$ cat config.mk
export PLATFORM = sky130hd
export DESIGN_NAME = hart_timer
export DESIGN_NICKNAME = d
export VERILOG_FILES = /design/src/rtl/hart_timer_pkg.sv /design/src/rtl/htm_decode.sv /design/src/rtl/htm_time_counter.sv /design/src/rtl/htm_cmp_bank.sv /design/src/rtl/htm_read_mux.sv /design/src/rtl/hart_timer.sv
export SDC_FILE = /design/constraint.sdc
export NUM_CORES = 1
export LEC_CHECK = 0
export ABC_CLOCK_PERIOD_IN_PS = 8240
export BUFFER_PORTS_ARGS = -buffer_cell sky130_fd_sc_hd__buf_2
export CAP_MARGIN = 5
export CORE_MARGIN = 2
export CORE_UTILIZATION = 40
export CTS_CLUSTER_SIZE = 16
export DETAILED_ROUTE_END_ITERATION = 8
export HOLD_SLACK_MARGIN = 0.06
export MAX_ROUTING_LAYER = met4
export PLACE_DENSITY = 0.52
export SLEW_MARGIN = 0
export SYNTH_ARGS = -nofsm -noshare
export SYNTH_HDL_FRONTEND = slang
export SYNTH_HIERARCHICAL = 1
export SYNTH_SLANG_ARGS = --single-unit
$ cat constraint.sdc
create_clock -name clk -period 8.24 [get_ports clk]
set_input_delay 2.06 -clock clk [delete_from_list [all_inputs] [get_ports clk]]
set_output_delay 2.06 -clock clk [all_outputs]
set_load 0.03 [all_outputs]
$ cat src/rtl/hart_timer_pkg.sv
package hart_timer_pkg;

  typedef enum logic [1:0] {
    ACC_NONE = 2'd0,
    ACC_LO   = 2'd1,
    ACC_HI   = 2'd2,
    ACC_FULL = 2'd3
  } acc_kind_e;

  typedef struct packed {
    logic      hit_time;
    logic      hit_cmp;
    acc_kind_e kind;
  } dec_t;

  // Merge bus data into a stored 64-bit value according to access kind
  function automatic logic [63:0] merge_word(input logic [63:0] cur,
                                             input logic [63:0] wd,
                                             input acc_kind_e   k);
    case (k)
      ACC_LO:   return {cur[63:32], wd[31:0]};
      ACC_HI:   return {wd[31:0], cur[31:0]};
      ACC_FULL: return wd;
      default:  return cur;
    endcase
  endfunction

  // Pick the slice of a stored value that a read returns
  function automatic logic [63:0] read_slice(input logic [63:0] val,
                                             input acc_kind_e   k);
    case (k)
      ACC_LO:   return {32'd0, val[31:0]};
      ACC_HI:   return {32'd0, val[63:32]};
      ACC_FULL: return val;
      default:  return 64'd0;
    endcase
  endfunction

endpackage

$ cat src/rtl/htm_decode.sv
module htm_decode
  import hart_timer_pkg::*;
#(
  parameter int unsigned     AW        = 16,
  parameter int unsigned     NUM_HARTS = 4,
  parameter int unsigned     IDX_W     = 2,
  parameter logic [AW-1:0]   TIME_BASE = 'h7FF8,
  parameter logic [AW-1:0]   CMP_BASE  = 'h0000,
  parameter bit              WIDE_EN   = 1'b1
) (
  input  logic [AW-1:0]    addr,
  input  logic             wide,
  output dec_t             dec,
  output logic [IDX_W-1:0] idx
);

  localparam logic [AW:0] CMP_LO  = (AW+1)'(CMP_BASE);
  localparam logic [AW:0] CMP_END = (AW+1)'(CMP_BASE) + (AW+1)'(8 * NUM_HARTS);

  logic      wide_ok;
  logic      in_cmp;
  logic      in_time;
  acc_kind_e kind_w;

  generate
    if (WIDE_EN) begin : g_wide
      assign wide_ok = 1'b1;
    end else begin : g_narrow
      assign wide_ok = 1'b0;
    end
  endgenerate

  always_comb begin
    if (wide) begin
      kind_w = (wide_ok && addr[2:0] == 3'd0) ? ACC_FULL : ACC_NONE;
    end else begin
      case (addr[2:0])
        3'd0:    kind_w = ACC_LO;
        3'd4:    kind_w = ACC_HI;
        default: kind_w = ACC_NONE;
      endcase
    end
  end

  assign in_cmp  = ({1'b0, addr} >= CMP_LO) && ({1'b0, addr} < CMP_END);
  assign in_time = (addr[AW-1:3] == TIME_BASE[AW-1:3]);

  always_comb begin
    dec.hit_time = in_time && (kind_w != ACC_NONE);
    dec.hit_cmp  = in_cmp && !in_time && (kind_w != ACC_NONE);
    dec.kind     = (in_time || in_cmp) ? kind_w : ACC_NONE;
    idx          = IDX_W'((addr - CMP_BASE) >> 3);
  end

endmodule

$ cat src/rtl/htm_time_counter.sv
module htm_time_counter
  import hart_timer_pkg::*;
(
  input  logic        clk,
  input  logic        rst,
  input  logic        tick_en,
  input  logic        wr_en,
  input  acc_kind_e   kind,
  input  logic [63:0] wdata,
  output logic [63:0] time_q,
  output logic [63:0] time_d
);

  always_comb begin
    time_d = time_q;
    if (wr_en) begin
      time_d = merge_word(time_q, wdata, kind);
    end else if (tick_en) begin
      time_d = time_q + 64'd1;
    end
  end

  always_ff @(posedge clk) begin
    if (rst) begin
      time_q <= 64'd0;
    end else begin
      time_q <= time_d;
    end
  end

endmodule

$ cat src/rtl/htm_cmp_bank.sv
module htm_cmp_bank
  import hart_timer_pkg::*;
#(
  parameter int unsigned NUM_HARTS = 4,
  parameter int unsigned IDX_W     = 2
) (
  input  logic                           clk,
  input  logic                           rst,
  input  logic                           wr_en,
  input  logic [IDX_W-1:0]               wr_idx,
  input  acc_kind_e                      kind,
  input  logic [63:0]                    wdata,
  input  logic [63:0]                    time_d,
  output logic [NUM_HARTS-1:0][63:0]     cmp_q,
  output logic [NUM_HARTS-1:0]           irq
);

  for (genvar h = 0; h < NUM_HARTS; h++) begin : g_slot
    logic        sel;
    logic [63:0] cmp_d;

    assign sel   = wr_en && (wr_idx == IDX_W'(h));
    assign cmp_d = sel ? merge_word(cmp_q[h], wdata, kind) : cmp_q[h];

    always_ff @(posedge clk) begin
      if (rst) begin
        cmp_q[h] <= '1;
        irq[h]   <= 1'b0;
      end else begin
        cmp_q[h] <= cmp_d;
        irq[h]   <= (cmp_d <= time_d);
      end
    end
  end

endmodule

$ cat src/rtl/htm_read_mux.sv
module htm_read_mux
  import hart_timer_pkg::*;
#(
  parameter int unsigned NUM_HARTS = 4,
  parameter int unsigned IDX_W     = 2
) (
  input  logic                       clk,
  input  logic                       rst,
  input  logic                       rd_req,
  input  dec_t                       dec,
  input  logic [IDX_W-1:0]           idx,
  input  logic [63:0]                time_q,
  input  logic [NUM_HARTS-1:0][63:0] cmp_q,
  output logic                       rd_valid,
  output logic [63:0]                rd_data
);

  logic [63:0] src;
  logic [63:0] nxt;

  always_comb begin
    src = 64'd0;
    if (dec.hit_time) begin
      src = time_q;
    end else if (dec.hit_cmp) begin
      for (int h = 0; h < NUM_HARTS; h++) begin
        if (idx == IDX_W'(h)) src = cmp_q[h];
      end
    end
    nxt = (dec.hit_time || dec.hit_cmp) ? read_slice(src, dec.kind) : 64'd0;
  end

  always_ff @(posedge clk) begin
    if (rst) begin
      rd_valid <= 1'b0;
      rd_data  <= 64'd0;
    end else begin
      rd_valid <= rd_req;
      rd_data  <= rd_req ? nxt : 64'd0;
    end
  end

endmodule

$ cat src/rtl/hart_timer.sv
module hart_timer
  import hart_timer_pkg::*;
#(
  parameter int unsigned   AW        = 16,
  parameter int unsigned   NUM_HARTS = 4,
  parameter logic [AW-1:0] TIME_BASE = 'h7FF8,
  parameter logic [AW-1:0] CMP_BASE  = 'h0000,
  parameter bit            WIDE_EN   = 1'b1
) (
  input  logic                 clk,
  input  logic                 rst,
  input  logic                 tick_en,
  input  logic                 bus_valid,
  input  logic                 bus_we,
  input  logic                 bus_wide,
  input  logic [AW-1:0]        bus_addr,
  input  logic [63:0]          bus_wdata,
  output logic                 rd_valid,
  output logic [63:0]          rd_data,
  output logic [NUM_HARTS-1:0] irq
);

  localparam int unsigned IDX_W = (NUM_HARTS > 1) ? $clog2(NUM_HARTS) : 1;

  dec_t                       dec;
  logic [IDX_W-1:0]           idx;
  logic [63:0]                time_now;
  logic [63:0]                time_nxt;
  logic [NUM_HARTS-1:0][63:0] cmp_q;
  logic                       wr_time;
  logic                       wr_cmp;
  logic                       rd_req;

  htm_decode #(
    .AW(AW), .NUM_HARTS(NUM_HARTS), .IDX_W(IDX_W),
    .TIME_BASE(TIME_BASE), .CMP_BASE(CMP_BASE), .WIDE_EN(WIDE_EN)
  ) u_dec (
    .addr (bus_addr),
    .wide (bus_wide),
    .dec  (dec),
    .idx  (idx)
  );

  assign wr_time = bus_valid && bus_we && dec.hit_time;
  assign wr_cmp  = bus_valid && bus_we && dec.hit_cmp;
  assign rd_req  = bus_valid && !bus_we;

  htm_time_counter u_time (
    .clk     (clk),
    .rst     (rst),
    .tick_en (tick_en),
    .wr_en   (wr_time),
    .kind    (dec.kind),
    .wdata   (bus_wdata),
    .time_q  (time_now),
    .time_d  (time_nxt)
  );

  htm_cmp_bank #(.NUM_HARTS(NUM_HARTS), .IDX_W(IDX_W)) u_cmp (
    .clk    (clk),
    .rst    (rst),
    .wr_en  (wr_cmp),
    .wr_idx (idx),
    .kind   (dec.kind),
    .wdata  (bus_wdata),
    .time_d (time_nxt),
    .cmp_q  (cmp_q),
    .irq    (irq)
  );

  htm_read_mux #(.NUM_HARTS(NUM_HARTS), .IDX_W(IDX_W)) u_rd (
    .clk      (clk),
    .rst      (rst),
    .rd_req   (rd_req),
    .dec      (dec),
    .idx      (idx),
    .time_q   (time_now),
    .cmp_q    (cmp_q),
    .rd_valid (rd_valid),
    .rd_data  (rd_data)
  );

endmodule

# Word level (Yosys, flattened, before mapping)
# Cells that the tools add are included.
[word_totals]
regBits = 389
inputBits = 86
out_inout_bits = 69
elab_cells = 68
[classes]
addsub = 1
n_lt_le_gt_ge = 5
eq_ne = 8
mux = 22
n_bitwise = 2
n_reduce_logical = 19
[ops]
columns = ["operator", "count"]
rows = [
  ["one-hot mux 64 bit (3 select lines)", 6],
  ["two-way mux 64 bit", 12],
  ["less-or-equal comparator 64 bit", 4],
  ["adder 64 x 1 -> 64 bit (second input constant)", 1],
  ["< comparator 16 x 6 -> 1 bit (second input constant)", 1],
  ["== test 13 x 12 -> 1 bit (second input constant)", 1],
  ["logical AND 1 bit", 11],
  ["== test 2 bit (second input constant)", 4],
  ["two-way mux 2 bit", 3],
  ["== test 2 x 1 -> 1 bit (second input constant)", 2],
  ["one-hot mux 2 bit (2 select lines)", 1],
  ["== test 3 bit (second input constant)", 1],
  ["zero test 3 bit", 1],
  ["OR reduction 3 bit", 1],
  ["zero test 1 bit", 2],
  ["zero test 2 bit", 1],
  ["logical OR 1 bit", 2],
  ["inverter 1 bit", 2],
  ["nonzero test 2 bit", 1],
]

# Depth between registers and ports, before layout
[depth]
ltp_word = 9
ltp_mapped = 19
ltp_nobuf = 17

# Cells and area by module
# Netlist, hierarchy kept.
[by_module_without_submodules]
columns = ["mod", "instances", "cells_each", "area_per_inst_um2", "seq_area_each_um2"]
rows = [
  ["htm_cmp_bank", 1, 1790, 16210.5, 5205.0],
  ["htm_time_counter", 1, 712, 5191.2, 1281.2],
  ["htm_read_mux", 1, 423, 4367.9, 1301.2],
  ["htm_decode", 1, 16, 125.1, 0.0],
  ["hart_timer", 1, 3, 23.8, 0.0],
]

# Worst setup path after synthesis
# OpenSTA, ideal clock, no wires.
[synth_timing]
kind = "input port to flip-flop"
from = "input bus_addr[7]"
to = "register u_cmp.irq[3]"
setup_time_ns = 0.071
arrival_ns = 6.316
t_required_ns = 8.169
slack_ns = 1.853
path_stages = 16
path_buffers = 3
cell_sequence = "nand4_1 or4_4 a2111oi_1 clkbuf_1 clkbuf_1 buf_1 a211oi_1 nor3_1 inv_1 ha_1 a211oi_2 o21ai_1 a2111oi_2 o22ai_1 a2111oi_0 o21bai_1"
[synth_rtl]
columns = ["item", "line_no", "source"]
rows = [
  ["start, declared", "hart_timer.sv:16", "input logic [AW-1:0] bus_addr,"],
  ["end signal, assigned by index", "htm_cmp_bank.sv:31", "irq[h] <= (cmp_d <= time_d);"],
  ["end, declared", "htm_cmp_bank.sv:15", "output logic [NUM_HARTS-1:0] irq"],
]

==> metrics.csv <==
stage,metric,value,unit
run_status,run status,"finished, final reports clean",
die,initial core utilization,0.404,
die,I/O Pins,155,
routing,DRT Pass-1 Iters,6,
global_routing,largest net degree at the start of global routing,139,
placement,PortBufs,154,
sta,crit share post-route,0.905,
sta,RSZ-0062 raised after global routing,no,
global_routing,total congestion overflow,0,
synth,asr flop ratio synth,0,
placement,DP Worst Slack,0.231,ns
synth,Post-synth EDFFs,0,
die,standard-cell rows,93,
clock_network,clock latency on the worst-skew pair,0.62,ns
job,MaxCap Viol Count,0,
synth,Synth Warn #,6,
cells_and_area,fin nets,3383,
clock_network,CTS Root Cell,clkbuf_16,
clock_network,Max clock buf depth,3,
synth,"FF+latch count, synth",389,
synth,cells after synthesis,2944,
synth,Post-synth top flop,dfxtp_1,
power,Power per Cell Area,145,nW/µm²
routing,DRT iter0 DRCs,2749,
sta,Fmax,134,MHz
die,Die Wd,259,µm
synth,mapped cell area,25900,µm²
die,Die Area,66800,µm²
sta,Final Slew Violations,0,
cells_and_area,fill cell count,6351,
placement,GPL Wtd Cong,0.997,
sta,Final setup viols,0,
clock_network,H-tree lvl count,2,
critical_path,Critical Path RT,8.75,ns
global_routing,initial antenna violation count,2,
sta,Tmin final,7.46,ns
sta,Clock Skew,0.0263,ns
critical_path,worst path arrival time,7.97,ns
power,maximum VDD drop,0.116,mV
placement,post-DP HPWL,83900,µm
global_routing,first-pass GRT wire length,162000,µm
clock_network,Num CTS Buffers,47,
global_routing,number of global-route vias before repair,22900,
sta,"Hold Vio Cnt, Final",0,
routing,drt via density,6.09,
cells_and_area,layout cells sized above 1,0.255,
clock_network,CTS tree,yes,
critical_path,Worst Path Max Fanout,54,
routing,DR vias,23900,
sta,setup tns final,0,ns
cells_and_area,diode count,0,
routing,Detail Route Antenna Nets,0,
clock_network,Post-CTS Setup Bufs,0,
clock_network,cts hold-fix bufs,0,
critical_path,Worst setup SP type,input pin,
synth,syn avg cell area,8.80,µm²
die,Core ar.,64200,µm²
sta,setup ws final,0.780,ns
synth,synth unique cells,95,
routing,DR DRC count,0,
critical_path,crit path kind,in -> reg,
routing,routed wire length,111000,µm
critical_path,crit path capture type,flop,
synth,syn nets,3287,
sta,Slew @ Worst Pin,1.26,ns
cells_and_area,most frequent cells in the layout,"389 x dfxtp_1, 327 x nand2_1, 257 x ha_1, 205 x or2_2, 194 x o21ai_0",
synth,post-synthesis sequential area ratio,0.300,
sta,relative max-transition margin,0.150,
cells_and_area,area delta synth->final,12.5,%
power,Pleak,11.3,nW
clock_network,CTS resizes,0,
die,Die Ht,259,µm
routing,drt wl/cell,28.3,µm
cells_and_area,"most common cell after layout, fill and taps aside",dfxtp_1,
clock_network,# clock sinks,389,
clock_network,clk slew on worst S/H paths,0.06,ns
hold_path,Worst Hold Class,reg -> reg,
global_routing,overall routing resource usage,0.337,
## critical path, stage by stage
cell       delay [ns]
buf_6            0.32
nand3b_1         0.12
or4_4            0.48
a2111oi_4        0.35
and3_2           0.52
clkinv_1         0.12
buf_4            0.35
a21o_1           0.28
a211oi_1         0.50
inv_1            0.26
ha_1             0.36
nand4_1          0.30
nor4_1           0.87
nand4_1          0.33
a31oi_1          0.40
a2111oi_0        0.11
o21bai_1         0.17
## metrics by stage
step | util | cells | power, W | area [µm²] | hold WS [ns]
finish | 0.454 | 3930 | 0.00422 | 29100 | 0.518
global placement | 0.429 | 3845 | 0.00209 | 27500 | 0.500
global route | 0.454 | 3930 | 0.00435 | 29100 | 0.549
CTS | 0.454 | 3930 | 0.00425 | 29100 | 0.516
floorplan | - | 2944 | 0.00200 | 25900 | 0.427
detailed placement | 0.429 | 3846 | 0.00209 | 27600 | 0.500
## where the power goes
group	leakage [nW]	internal (W)	switching, W
Clock	0.763	0.00125	0.000920
Sequential	3.14	0.00188	0.00000177
Combinational	7.43	0.0000479	0.000119
Total	11.3	0.00318	0.00104
## state kept, by name, indices dropped and copies added, names as in the netlist
register	flops
u_cmp/cmp_q	256
u_cmp/irq	4
u_rd/rd_data	64
u_rd/rd_valid	1
u_time/time_q	64
## Yosys cell counts (15+ instances only)
| cell | instances | share of area |
|---|---|---|
| and3_1 | 15 | 0.0036 |
| nor3_1 | 51 | 0.0098 |
| nor2_1 | 101 | 0.015 |
| or2_2 | 205 | 0.049 |
| nand2_1 | 328 | 0.048 |
| o21ai_0 | 194 | 0.037 |
| inv_1 | 115 | 0.017 |
| mux4_2 | 32 | 0.028 |
| and2_1 | 31 | 0.0075 |
| ha_1 | 257 | 0.12 |
| or2_1 | 53 | 0.013 |
| o221ai_1 | 24 | 0.0081 |
| a211oi_1 | 34 | 0.0098 |
| nand4_1 | 88 | 0.021 |
| nand3_1 | 72 | 0.014 |
| nor2b_1 | 22 | 0.0053 |
| clkbuf_1 | 125 | 0.018 |
| mux2_4 | 40 | 0.023 |
| a31oi_1 | 25 | 0.0060 |
| a222oi_1 | 21 | 0.0081 |
| mux2i_1 | 66 | 0.025 |
| dfxtp_1 | 389 | 0.30 |
| a21oi_1 | 136 | 0.026 |
| mux2_2 | 159 | 0.069 |
| buf_2 | 17 | 0.0033 |
| nor4_1 | 47 | 0.011 |
## logic make-up (layout without fill, tap and decap cells)
logic type,Yosys count,in the layout,synth area share
flops,389,389,0.300
simple gates,1116,1116,0.230
compound gates,583,583,0.146
buf+inv,289,420,0.0490
fa+ha+maj,257,257,0.124
mux,300,300,0.147
xor+xnor,10,10,0.00338
## layer usage
layer	vias up	routed length, µm	GRT usage
li1	11000	-	-
met1	11700	50500	0.464
met2	1022	48100	0.502
met3	195	7590	0.0400
met4	0	5160	0.134
met5	-	0	-
## path summary, 6_finish.rpt
check                         start  slack [ns]             end  cells after the start
setup / recovery        bus_addr[3]        0.78    u_cmp/irq[3]                     17
hold / removal       u_cmp/cmp_q[0]        0.52  u_cmp/cmp_q[0]                      2
setup reg to reg  u_time/time_q[34]        2.17    u_cmp/irq[3]                     13
hold reg to reg      u_cmp/cmp_q[0]        0.52  u_cmp/cmp_q[0]                      2
## area by class of cell
cell class | instances | area [µm²] | share of cell area
well taps | 855 | 1070 | 0.0367
inverters | 116 | 435 | 0.0149
multi-input cells | 2266 | 16900 | 0.581
clock inverters | 24 | 279 | 0.00957
clock buffers | 60 | 1310 | 0.0448
repair buffers | 220 | 1340 | 0.0460
flip-flops and latches | 389 | 7790 | 0.267
Note: power is estimated with default switching activity, not from simulation.
